`src/rtl/vfg_pkg.sv`:
```
package vfg_pkg;
  localparam int unsigned LANES    = 4;
  localparam int unsigned ELEM_W   = 32;
  localparam int unsigned KINDS    = 4;
  localparam int unsigned MAC_W    = KINDS * LANES;
  localparam int unsigned STAT_W   = 12;
  localparam int unsigned SUM_LSB  = 0;
  localparam int unsigned STK_LSB  = 6;

  typedef struct packed {
    logic ovf;
    logic unf;
    logic sign;
    logic zero;
  } lane_cls_t;
endpackage

```
`src/rtl/vfg_lane_cls.sv`:
```
module vfg_lane_cls
  import vfg_pkg::*;
#(
  parameter int unsigned EW        = 32,
  parameter int unsigned EXP_W     = 8,
  parameter logic [EW-2:0] OVF_LIM = 31'h7F7FFFFF
) (
  input  logic [EW-1:0] elem,
  input  logic          ovf_en,
  output lane_cls_t     cls
);
  localparam int unsigned FRAC_W = EW - 1 - EXP_W;

  logic [EXP_W-1:0]  exp_f;
  logic [FRAC_W-1:0] frac_f;
  logic [EW-2:0]     mag;

  assign exp_f  = elem[EW-2 -: EXP_W];
  assign frac_f = elem[FRAC_W-1:0];
  assign mag    = elem[EW-2:0];

  always_comb begin
    cls.zero = (exp_f == '0) && (frac_f == '0);
    cls.sign = elem[EW-1];
    cls.unf  = (exp_f == '0) && (frac_f != '0);
    cls.ovf  = ovf_en && (mag >= OVF_LIM);
  end
endmodule

```
`src/rtl/vfg_mac_place.sv`:
```
module vfg_mac_place
  import vfg_pkg::*;
#(
  parameter int unsigned NL  = 4,
  parameter int unsigned NK  = 4,
  localparam int unsigned SW = $clog2(NL)
) (
  input  logic [NK-1:0][NL-1:0] kind_by_lane,
  input  logic [NL-1:0]         wr_mask,
  input  logic                  scalar_mode,
  input  logic [SW-1:0]         scalar_sel,
  output logic [NK*NL-1:0]      mac_word
);
  logic [NL-1:0] sel_dec;

  always_comb begin
    sel_dec = '0;
    sel_dec[NL-1-int'(scalar_sel)] = 1'b1;
  end

  for (genvar k = 0; k < NK; k++) begin : g_kind
    for (genvar b = 0; b < NL; b++) begin : g_bit
      logic vec_bit;
      logic scl_bit;
      assign vec_bit = kind_by_lane[k][NL-1-b] & wr_mask[b];
      assign scl_bit = kind_by_lane[k][0] & sel_dec[b];
      assign mac_word[k*NL + b] = scalar_mode ? scl_bit : vec_bit;
    end
  end
endmodule

```
`src/rtl/vfg_status_upd.sv`:
```
module vfg_status_upd
  import vfg_pkg::*;
#(
  parameter int unsigned NK = 4
) (
  input  logic              clk,
  input  logic              rst_n,
  input  logic              upd,
  input  logic              replace,
  input  logic              clr_sticky,
  input  logic [NK-1:0]     summary,
  output logic [STAT_W-1:0] status
);
  logic [NK-1:0] sum_q, sum_d;
  logic [NK-1:0] stk_q, stk_d;
  logic          sum_en, stk_en;

  always_comb begin
    sum_en = upd;
    stk_en = upd | clr_sticky;
    sum_d  = replace ? summary : (sum_q | summary);
    stk_d  = (clr_sticky ? '0 : stk_q) | (upd ? summary : '0);
  end

  always_ff @(posedge clk or negedge rst_n) begin
    if (!rst_n) begin
      sum_q <= '0;
      stk_q <= '0;
    end else begin
      if (sum_en) sum_q <= sum_d;
      if (stk_en) stk_q <= stk_d;
    end
  end

  always_comb begin
    status = '0;
    status[SUM_LSB +: NK] = sum_q;
    status[STK_LSB +: NK] = stk_q;
  end
endmodule

```
`src/rtl/vec_flag_gen.sv`:
```
module vec_flag_gen
  import vfg_pkg::*;
#(
  parameter int unsigned NL        = LANES,
  parameter int unsigned EW        = ELEM_W,
  parameter int unsigned EXP_W     = 8,
  parameter logic [EW-2:0] OVF_LIM = 31'h7F7FFFFF,
  localparam int unsigned VW       = NL * EW,
  localparam int unsigned MW       = KINDS * NL,
  localparam int unsigned SW       = $clog2(NL)
) (
  input  logic              clk,
  input  logic              rst_n,
  input  logic              res_valid,
  input  logic [VW-1:0]     res_vec,
  input  logic [NL-1:0]     wr_mask,
  input  logic              flag_en,
  input  logic              scalar_mode,
  input  logic [SW-1:0]     scalar_sel,
  input  logic              ovf_det_en,
  input  logic              nonsticky_upd,
  input  logic              status_hold,
  input  logic              sticky_clr,
  output logic [MW-1:0]     mac_flags,
  output logic [STAT_W-1:0] status_flags
);
  logic [1:0] rst_sync_q;
  logic       rst_int_n;

  always_ff @(posedge clk or negedge rst_n) begin
    if (!rst_n) rst_sync_q <= '0;
    else        rst_sync_q <= {rst_sync_q[0], 1'b1};
  end
  assign rst_int_n = rst_sync_q[1];

  logic [KINDS-1:0][NL-1:0] kind_by_lane;

  for (genvar l = 0; l < NL; l++) begin : g_lane
    lane_cls_t cls;
    vfg_lane_cls #(.EW(EW), .EXP_W(EXP_W), .OVF_LIM(OVF_LIM)) u_cls (
      .elem   (res_vec[l*EW +: EW]),
      .ovf_en (ovf_det_en),
      .cls    (cls)
    );
    assign kind_by_lane[0][l] = cls.zero;
    assign kind_by_lane[1][l] = cls.sign;
    assign kind_by_lane[2][l] = cls.unf;
    assign kind_by_lane[3][l] = cls.ovf;
  end

  logic [MW-1:0] mac_d, mac_q;
  logic          accept, mac_en;

  vfg_mac_place #(.NL(NL), .NK(KINDS)) u_place (
    .kind_by_lane (kind_by_lane),
    .wr_mask      (wr_mask),
    .scalar_mode  (scalar_mode),
    .scalar_sel   (scalar_sel),
    .mac_word     (mac_d)
  );

  logic [KINDS-1:0] summary;
  for (genvar k = 0; k < KINDS; k++) begin : g_sum
    assign summary[k] = |mac_d[k*NL +: NL];
  end

  always_comb begin
    accept = res_valid & flag_en;
    mac_en = accept;
  end

  always_ff @(posedge clk or negedge rst_int_n) begin
    if (!rst_int_n)  mac_q <= '0;
    else if (mac_en) mac_q <= mac_d;
  end
  assign mac_flags = mac_q;

  vfg_status_upd #(.NK(KINDS)) u_stat (
    .clk        (clk),
    .rst_n      (rst_int_n),
    .upd        (accept & ~status_hold),
    .replace    (nonsticky_upd),
    .clr_sticky (sticky_clr),
    .summary    (summary),
    .status     (status_flags)
  );
endmodule

```
`config.mk`:
```
export PLATFORM = sky130hd
export DESIGN_NAME = vec_flag_gen
export DESIGN_NICKNAME = d
export VERILOG_FILES = /design/src/rtl/vfg_pkg.sv /design/src/rtl/vfg_lane_cls.sv /design/src/rtl/vfg_mac_place.sv /design/src/rtl/vfg_status_upd.sv /design/src/rtl/vec_flag_gen.sv
export SDC_FILE = /design/constraint.sdc
export NUM_CORES = 1
export LEC_CHECK = 0
export BUFFER_PORTS_ARGS = -buffer_cell sky130_fd_sc_hd__buf_2
export CAP_MARGIN = 20
export CORE_ASPECT_RATIO = 1.2
export CORE_MARGIN = 5
export CORE_UTILIZATION = 40
export DETAILED_ROUTE_END_ITERATION = 16
export PLACE_DENSITY = 0.86
export SLEW_MARGIN = 15
export SYNTH_ARGS = -nofsm -noshare
export SYNTH_HDL_FRONTEND = slang
export SYNTH_SLANG_ARGS = --single-unit
```
`constraint.sdc`:
```
create_clock -name clk -period 1.55 [get_ports clk]
set_input_delay 0.2325 -clock clk [delete_from_list [all_inputs] [get_ports clk]]
set_output_delay 0.2325 -clock clk [all_outputs]
set_load 0.1 [all_outputs]
```
== Yosys cells after proc, flatten, opt, wreduce, memory -nomap -nowiden ==
Cells that the tools add are included.
Storage, ports and cells
  word-level logic and storage cells: 99
  bits in registers: 26
  input port bits: 143
Operators by class
  muxes and demuxes: 21
  add/sub/neg operators: 1
  reduce and logical (&&, ||, !) cells: 29
  bitwise logic cells: 38
  magnitude comparators: 6
Operator list (number)
  $ge 31x31->1 const B: 4
  $logic_not 23->1: 4
  $reduce_bool 23->1: 4
  $and 1x1->1: 34
  $ge 32x1->1 const B: 1
  $logic_not 8->1: 4
  $lt 32x3->1 const B: 1
  $mux 1: 17
  $reduce_or 4->1: 4
  $logic_and 1x1->1: 13
  $mux 4: 3
  $or 4x4->4: 2
  $sub 2x2->3 const A: 1
  $demux 1 s2: 1
  $not 1->1: 1
  $or 1x1->1: 1

== Logic depth before layout (Yosys ltp) ==
Gate-level depths: netlist of the first run.
  depth after elaboration: 10
  gate-level depth with buffers: 7

== Cells and area by module ==
From an unflattened synthesis of the first run, not the netlist that was laid out.
Unflattened totals
  cells, all modules: 226
  area, all modules: 2037.0 um2
By module, submodules not included
  vec_flag_gen: cells an instance 42, area an instance 733.2 um2, instances 1
  vfg_lane_cls: cells an instance 28, area an instance 182.7 um2, instances 4
  vfg_status_upd: cells an instance 31, area an instance 341.6 um2, instances 1
  vfg_mac_place: cells an instance 41, area an instance 231.5 um2, instances 1

== Worst setup path after synthesis of the first run ==
No wires, ideal clock.
  kind: input-to-reg
  start point: in res_vec[17]
  end point: reg u_stat.stk_q[2]
  stages: 6
  slack: -0.038 ns
  arrival: 1.452 ns
  cells stage by stage: nor4_2 nand4_2 o21bai_4 o22ai_2 o41ai_2 o21ai_1
Between the ends
  longest elaborated chain between the ends: 7
Ends and longest elaborated chain
  start, declared: RTL line vec_flag_gen.sv:15  | input logic [VW-1:0] res_vec,
  $reduce_bool 23->1 *: RTL line vfg_lane_cls.sv:25  | cls.unf = (exp_f == '0) && (frac_f != '0);
  $logic_and 1x1->1 *: RTL line vfg_lane_cls.sv:25
  $and 1x1->1 (on tied branches): RTL line vfg_mac_place.sv:26, vfg_mac_place.sv:25
  $mux 1: RTL line vfg_mac_place.sv:27  | assign mac_word[k*NL + b] = scalar_mode ? scl_bit : vec_bit;
  $reduce_or 4->1 *: RTL line vec_flag_gen.sv:64  | assign summary[k] = |mac_d[k*NL +: NL];
  $mux 4 *: RTL line vfg_status_upd.sv:22  | stk_d = (clr_sticky ? '0 : stk_q) | (upd ? summary : '0);
  $or 4x4->4 *: RTL line vfg_status_upd.sv:22
  end signal, assigned: RTL line vfg_status_upd.sv:31  | if (stk_en) stk_q <= stk_d;
  end, declared: RTL line vfg_status_upd.sv:15  | logic [NK-1:0] stk_q, stk_d;
Every way passes the cells marked *; elsewhere a longest branch is shown, timed or not.
A chain may end at the register's enable or synchronous reset.

== Worst setup path in the final report of the first run ==
  start point: in res_vec[5]
  end point: reg u_stat.stk_q[2]
Same word-level chain as after synthesis.

==> results of run 1 <==
==> routing by layer <==
metal	global-route usage, %	vias to the layer above	part of all wire, %
li1	-	1269	-
met1	27.4	1211	34
met2	45.8	152	53
met3	5.87	25	9.9
met4	9.57	0	3.1
met5	0	-	0
==> how the worst max path moves through the flow <==
stage	from	to	slack, ps
floorplan	res_vec[11]	u_stat.stk_q[2]$_DFFE_PN0P_	3
CTS	res_vec[18]	u_stat.stk_q[2]$_DFFE_PN0P_	-9
detailed placement	res_vec[13]	u_stat.stk_q[2]$_DFFE_PN0P_	-380
global placement	res_vec[11]	u_stat.stk_q[2]$_DFFE_PN0P_	-240
finish	res_vec[5]	u_stat.stk_q[2]$_DFFE_PN0P_	-90
global route	res_vec[1]	u_stat.stk_q[2]$_DFFE_PN0P_	-140
==> placed cells by master, fill, tap and decap left out, drive strengths merged, types with 7 or more instances in the layout <==
cell type	count
nand4	25
buf	192
nand2	28
dfrtp	26
nor3	10
nand3	11
nor4	34
nor2	14
o21ai	11
a21oi	7
==> cell type report <==
class	instances	area [µm²]
fill	379	1420
tap	58	72.6
clock inverter	1	30.0
timing repair buffer	193	1070
inverter	3	11.3
clock buffer	3	41.3
sequential	26	651
multi-input combinational	188	1240
==> flip-flops by register name, indices dropped and copies added (netlist names) <==
name	flops
u_stat.stk_q	4
rst_sync_q	2
mac_flags	16
u_stat.sum_q	4
==> Yosys cell counts (5+ instances only) <==
library cell / n / area, µm²
a21oi_1: 7 / 35.0
a22oi_1: 5 / 37.5
and4_1: 5 / 43.8
dfrtp_1: 26 / 651
mux2_2: 6 / 67.6
nand2_1: 28 / 105
nand3_1: 11 / 55.1
nand4_1: 24 / 150
nor2_1: 14 / 52.6
nor3_1: 9 / 45.0
nor4_1: 31 / 194
o21ai_0: 10 / 50.1
==> through the flow <==
step	util (%)	TNS, ps	hold slack [ps]	power, W	setup slack, ps
after detailed placement	64.0	-2670	22.9	0.00136	-378
after global routing	68.7	-450	156	0.00202	-139
after floorplan	-	0	-63.1	0.00105	2.68
after global placement	64.0	-1370	17.0	0.00135	-244
after CTS	67.5	-8.91	154	0.00193	-8.91
final	68.7	-134	165	0.00194	-85.6
==> power by group through the flow <==
stage               registers [W]  logic, W  clock network (W)
global route             0.000718  0.000710           0.000596
floorplan                0.000902  0.000151                  0
CTS                      0.000715  0.000654           0.000563
finish                   0.000714  0.000662           0.000559
global placement         0.000727  0.000620                  0
detailed placement       0.000729  0.000635                  0
==> timing repair <==
action                     in CTS  in global routing
hold endpoints to repair        2                  0
pin swaps                       7                  5
hold buffers                    1                  0
setup endpoints to repair       4                  7
resized for setup              14                  7
buffers inserted                2                  2
==> kinds of logic (layout without fill, tap and decap cells) <==
family / Yosys count / count (layout) / share of synthesized area [%]
other: 2 / 5 / 0.407
AND/OR/NAND/NOR: 138 / 138 / 42.6
flip-flops: 26 / 26 / 35.3
multiplexers: 7 / 7 / 4.21
AO/OA/AOI/OAI: 38 / 38 / 14.6
buffers and inverters: 10 / 200 / 2.92
==> critical path: stages <==
cell and delay [ps]:
buf_2 110, nor4_1 290, nand2_1 210, o21bai_4 290
o31ai_2 130, o41ai_4 400, o21ai_1 120
==> results.yml, run 1 <==
grt:
  grt_usage_pct: 25.1
  overflow: 0
  grt_antenna_before_repair: 0
  grt_pass1_wl_mm: 12.3
  grt_pass1_vias: 2805
  grt_max_degree: 27
clocking:
  clkSinkCount: 26
  cts_tree: "yes"
  clkTransAtPathRegs_ps: 80
  clk_latency_ps: 270
  cts_buffers: 3
  clk_root_buffer_cell: "clkbuf_8"
  cts_max_path_buffers: 2
  htree_levels: 1
place:
  dp.cells: 463
  portBuffers: 166
  dpl_cell_area_um2: 2900
  gp_congestion: 0.883
  hpwlAfterDp_mm: 6.57
synthesis:
  synthArstFlopShare_pct: 100
  syn_inst: 221
  syn_avg_cell_area_um2: 8.35
  ys_seq_area_share_pct: 35.3
  synth_area_um2: 1840
  yosys_warnings: 0
  yosysUniqueCellTypes: 38
  synth_edf_count: 0
  synth_seq_cells: 26
  synth-main-ff-cell: "dfrtp_1"
pwr:
  ir_drop_v: 0.000452
  pwr-share-comb_pct: 34.2
  seq_power_share_pct: 36.9
  power_switching_w: 0.000652
  p_leak_nw: 1.54
  swShare_pct: 33.7
  p_clk_share_pct: 28.9
  internal_power_w: 0.00128
  power_density_nw_per_um2: 623
route:
  vias_per_cell: 5.63
  route.detailed.drc: 0
  first_pass_iters: 4
  drt-initial-drc-count: 186
  wirelength_mm: 7.85
  vias: 2657
  routedWlPerCell_um: 16.6
  antenna_left: 0
min_path:
  hold_path_end: "u_stat.stk_q[2]$_DFFE_PN0P_"
  holdCritStartpoint: "sticky_clr"
  whs_path_depth: 2
  hold_class: "in -> reg"
setup_path:
  critPathArrivalTime_ps: 1780
  cp-end-kind: "flop"
  rrSetupSlack_ps: 750
  crit-reg2reg-launch: "mac_flags[9]$_DFFE_PN0P_"
  critPathLaunchType: "input pin"
  path_max_fanout: 5
  r2r-end: "mac_flags[9]$_DFFE_PN0P_"
  ff2ff_path_depth: 1
  path_class: "in -> reg"
  worstPathRequired_ps: 1690
finish:
  drive_gt1_share_pct: 52.7
  final_cell_area_um2: 3110
  diodes: 0
  area_delta_synth_final_pct: 68.6
  layout.nets: 558
  final_cells: 472
floorplanning:
  dieArea_um2: 6070
  core-area_um2: 4530
  ioPinCount: 171
  die_x_um: 72.0
  initial_core_util_pct: 40.7
  fp.dieH_um: 84.4
  fp-row-count: 27
sta:
  layout_setup_ws_ps: -85.6
  setup_viol: 2
  fmax_ghz: 0.611
  period_share_pct: 106
  maxSlewViolCount: 0
  rsz0062_at_grt: "true"
  finalClockSkew_ps: 6.17
  period_needed_ps: 1640
  hold_viol: 0
  relSlewSlack_pct: 53.3
  tightest_slew_ps: 698
status:
  outcome: "complete, but fails checks"
  violations: "setup timing"
job:
  max_cap_viol_count: 0
(Power assumes the default switching activity.)
==> inputs of run 2 (changes only) <==
Settings changed: CORE_UTILIZATION 40 to 37, CTS_BUF_LIST set to sky130_fd_sc_hd__clkbuf_4 sky130_fd_sc_hd__clkbuf_8 sky130_fd_sc_hd__clkbuf_16, PLACE_DENSITY 0.86 to 0.8.
Clock period 1.55 ns to 1.8 ns, I/O delays scaled along.
==> run 2 against run 1 <==
Net effect: the run now ends clean; global-route usage fell by 3.5 points; total power fell by 16%; first-iteration DRC count fell by 50%; critical path type unchanged; largest cell class unchanged; largest power group unchanged.
==> results.yml, run 2 (synthesized netlist as in run 1, its figures left out) <==
clocking:
  clkTransAtPathRegs_ps: 100
  clk_latency_ps: 270
  htree_levels: 1
  cts_max_path_buffers: 2
  clk_root_buffer_cell: "clkbuf_8"
  postCtsSetupBuffers: 0
  clkSinkCount: 26
  cts_buffers: 3
  cts_tree: "yes"
setup_path:
  rrSetupSlack_ps: 1020
  critPathArrivalTime_ps: 1790
  path_max_fanout: 4
  crit-reg2reg-launch: "mac_flags[8]$_DFFE_PN0P_"
  cp-end-kind: "flop"
  path_class: "in -> reg"
  r2r-end: "mac_flags[8]$_DFFE_PN0P_"
  ff2ff_path_depth: 1
  critPathLaunchType: "input pin"
  worstPathRequired_ps: 1950
min_path:
  whs_path_depth: 2
  hold_path_end: "u_stat.stk_q[2]$_DFFE_PN0P_"
  holdCritStartpoint: "sticky_clr"
  hold_class: "in -> reg"
finish:
  layout.nets: 539
  largest_reg_flops: 16
  drive_gt1_share_pct: 48.6
  layout_common_cells: "166 x buf_2, 30 x nor4_1, 28 x nand2_1"
  area_delta_synth_final_pct: 55.0
  final_cell_area_um2: 2860
  diodes: 0
  layout_commonest_cell: "buf_2"
  final_core_util_pct: 58.7
floorplanning:
  fp.dieH_um: 87.3
  dieArea_um2: 6500
  fp-row-count: 28
  core-area_um2: 4870
  ioPinCount: 171
  initial_core_util_pct: 37.9
  die_x_um: 74.5
grt:
  grt_pass1_wl_mm: 11.1
  grt_usage_pct: 21.6
  grt_util_met2_pct: 40.5
  grt_util_met1_pct: 24.5
  busiest_layer: "met2"
  grt_antenna_before_repair: 0
  grt_pass1_vias: 2546
  overflow: 0
  grtUsageMet3_pct: 3.00
  grt_max_degree: 27
sta:
  maxSlewViolCount: 0
  period_needed_ps: 1640
  finalClockSkew_ps: 3.38
  layout_setup_ws_ps: 163
  period_share_pct: 90.9
  setup_viol: 0
  rsz0062_at_grt: "false"
  setup_tns_ps: 0
  fmax_ghz: 0.611
  hold_viol: 0
route:
  vias: 2510
  antenna_left: 0
  wirelength_mm: 7.25
  route.detailed.drc: 0
  routedWlPerCell_um: 15.9
  drt-initial-drc-count: 93
  first_pass_iters: 4
  vias_per_cell: 5.52
job:
  max_cap_viol_count: 0
pwr:
  p_leak_nw: 1.42
  power.total_w: 0.00163
  power_density_nw_per_um2: 569
  ir_drop_v: 0.000318
place:
  dp_worst_setup_slack_ps: -127
  dpl_cell_area_um2: 2770
  portBuffers: 166
  gp_congestion: 0.916
  hpwlAfterDp_mm: 6.45
status:
  outcome: "complete, no violations"
-- run 2: layout make-up --
| cell class | instances | area [µm²] |
|---|---|---|
| Timing Repair Buffer | 174 | 893 |
| Sequential cell | 26 | 651 |
| Tap cell | 60 | 75.1 |
| Inverter | 3 | 11.3 |
| Clock inverter | 1 | 30.0 |
| Multi-Input combinational cell | 188 | 1160 |
| Fill cell | 466 | 2010 |
| Clock buffer | 3 | 41.3 |
-- run 2: power breakdown --
| part | total [W] | internal, W | switching [W] |
|---|---|---|---|
| clock network | 0.000493 | 0.000298 | 0.000196 |
| registers | 0.000615 | 0.000605 | 0.00000988 |
| logic | 0.000519 | 0.000173 | 0.000347 |
| total | 0.00163 | 0.00108 | 0.000552 |
-- run 2: through the flow --
stage | hold slack (ps) | cells
detailed placement | 64.3 | 450
global route | 183 | 455
global placement | 54.3 | 450
finish | 176 | 455
floorplan | -25.6 | 224
CTS | 173 | 455
-- run 2: how the worst max path moves through the flow --
stage	start	end	cells after the start
4_1_cts	res_vec[0]	u_stat.stk_q[2]$_DFFE_PN0P_	7
5_1_grt	res_vec[0]	u_stat.stk_q[2]$_DFFE_PN0P_	7
3_3_place_gp	res_vec[17]	u_stat.stk_q[2]$_DFFE_PN0P_	7
6_report	res_vec[0]	u_stat.stk_q[2]$_DFFE_PN0P_	7
3_5_place_dp	res_vec[0]	u_stat.stk_q[2]$_DFFE_PN0P_	7
2_1_floorplan	res_vec[17]	u_stat.stk_q[2]$_DFFE_PN0P_	6
-- run 2: worst max-delay path, stage by stage --
cell,delay (ps)
buf_2,110
nor4_2,340
nand4_2,230
o21bai_4,240
o22ai_1,140
o41ai_2,360
o21ai_1,110
-- run 2: repair_timing --
item | in CTS | in global routing
gates resized for setup | 0 | 1
hold buffers | 1 | 0
endpoints found under the setup margin | 0 | 1
hold endpoints to repair | 2 | 0
-- run 2: routing by layer --
layer	wire [µm]	up-vias
met1	2630	1135
li1	-	1229
met3	571	16
met2	3850	130
met4	195	0
met5	0	-
==> inputs of run 3 (changes only) <==
Settings changed: MAX_ROUTING_LAYER set to met4, PLACE_DENSITY 0.8 to 0.85.
==> run 3 against run 2 <==
Net effect: via count is 1.8% higher; highest routed layer unchanged; first-iteration DRC count up 9.7%; global-route usage grew 2.5 points; clock power is 23% lower; largest cell class unchanged; wire length is 3.2% higher; maximum frequency is 1.3% lower; final cell count rose by 0.44%; worst setup slack got worse by 22 ps.
==> results.yml, run 3 (synthesized netlist as in run 1, its figures left out) <==
grt:
  grt_usage_pct: 24.1
  grt_antenna_before_repair: 0
  grt_max_degree: 25
  grt_pass1_vias: 2675
  grt_pass1_wl_mm: 11.9
  overflow: 0
route:
  antenna_left: 0
  routedWlPerCell_um: 16.4
  drt-initial-drc-count: 102
  route.detailed.drc: 0
  vias_per_cell: 5.59
  first_pass_iters: 4
  vias: 2554
  wirelength_mm: 7.48
place:
  portBuffers: 166
  gp_congestion: 0.911
  dpl_cell_area_um2: 2790
  dp_worst_setup_slack_ps: -122
  hpwlAfterDp_mm: 6.63
sta:
  fmax_ghz: 0.603
  finalClockSkew_ps: 4.24
  layout_setup_ws_ps: 141
  setup_viol: 0
  rsz0062_at_grt: "false"
  hold_ws_ps: 170
  period_share_pct: 92.2
  period_needed_ps: 1660
  setup_tns_ps: 0
  maxSlewViolCount: 0
  hold_viol: 0
finish:
  largest_reg_flops: 16
  drive_gt1_share_pct: 48.6
  area_delta_synth_final_pct: 54.6
  diodes: 0
  layout_common_cells: "166 x buf_2, 31 x nor4_1, 28 x nand2_1"
  seq_area_um2: 651
  final_cell_area_um2: 2850
  final_core_util_pct: 58.6
  layout_commonest_cell: "buf_2"
  fill_cells: 465
  layout.nets: 541
  multiInputGateArea_um2: 1150
setup_path:
  worstPathRequired_ps: 1950
  critical_path.cell_chain: "buf_2 -> nor4_2 -> nand4_2 -> o21bai_4 -> o22ai_1 -> o41ai_2 -> o21ai_1"
  slowest_stage: "o41ai_2"
  path_class: "in -> reg"
  path_max_fanout: 4
  critPathLaunchType: "input pin"
  timing.critical_path.buf_inv: 1
  r2r-end: "mac_flags[8]$_DFFE_PN0P_"
  crit_family: "compound AO/OA/AOI/OAI gates"
  crit-reg2reg-launch: "mac_flags[8]$_DFFE_PN0P_"
  rrSetupSlack_ps: 1000
  cp-end-kind: "flop"
  cpPeakStageDelay_ps: 440
  critPathArrivalTime_ps: 1810
  ff2ff_path_depth: 1
clocking:
  clkSinkCount: 26
  cts_max_path_buffers: 2
  cts_tree: "yes"
  cts_buffers: 3
  clk_root_buffer_cell: "clkbuf_8"
  clkTransAtPathRegs_ps: 90
  clk_latency_ps: 270
  htree_levels: 1
  postCtsSetupBuffers: 0
min_path:
  hold_path_end: "u_stat.stk_q[2]$_DFFE_PN0P_"
  hold_class: "in -> reg"
  holdCritStartpoint: "sticky_clr"
  whs_path_depth: 2
floorplanning:
  dieArea_um2: 6500
  core-area_um2: 4870
  initial_core_util_pct: 37.9
  fp-row-count: 28
  die_x_um: 74.5
  ioPinCount: 171
  fp.dieH_um: 87.3
status:
  outcome: "complete, no violations"
pwr:
  p_leak_nw: 1.43
  ir_drop_v: 0.000251
  power_density_nw_per_um2: 531
job:
  max_cap_viol_count: 0
[run 3: layout make-up]
cell class | count | area share [%]
Inverter | 3 | 0.395
Clock buffer | 4 | 1.93
Multi-Input combinational cell | 188 | 40.4
Sequential cell | 26 | 22.8
Tap cell | 60 | 2.63
Timing Repair Buffer | 176 | 31.9
[run 3: routing by layer]
| metal | GRT usage (%) | up-vias | part of all wire, % |
|---|---|---|---|
| met3 | 2.19 | 18 | 7.1 |
| li1 | - | 1235 | - |
| met1 | 27.4 | 1194 | 37 |
| met4 | 8.25 | 0 | 2.3 |
| met2 | 43.6 | 107 | 54 |
| met5 | - | - | 0 |
[run 3: how the worst max path moves through the flow]
stage | from | to | slack [ps] | depth (start not counted)
final | res_vec[0] | u_stat.stk_q[2]$_DFFE_PN0P_ | 140 | 7
after global routing | res_vec[17] | u_stat.stk_q[2]$_DFFE_PN0P_ | 70 | 7
after CTS | res_vec[17] | u_stat.stk_q[2]$_DFFE_PN0P_ | 160 | 7
after detailed placement | res_vec[17] | u_stat.stk_q[2]$_DFFE_PN0P_ | -120 | 7
after global placement | res_vec[0] | u_stat.stk_q[2]$_DFFE_PN0P_ | -60 | 7
after floorplan | res_vec[17] | u_stat.stk_q[2]$_DFFE_PN0P_ | 170 | 6
[run 3: stage by stage]
step	total power, W	std cells
after global routing	0.00160	457
final	0.00151	457
after floorplan	0.000906	224
after global placement	0.00113	452
after CTS	0.00152	457
after detailed placement	0.00115	452
[run 3: repair_timing]
| action | 4_1_cts | 5_1_grt |
|---|---|---|
| hold endpoints to repair | 2 | 0 |
| hold buffers | 1 | 0 |
| gates resized for setup | 0 | 0 |
[run 3: power by group]
group,switching [W],leakage (nW),internal [W]
combinational,0.000347,1.05,0.000174
clock,0.000182,0.0288,0.000196
sequential,0.0000108,0.351,0.000605
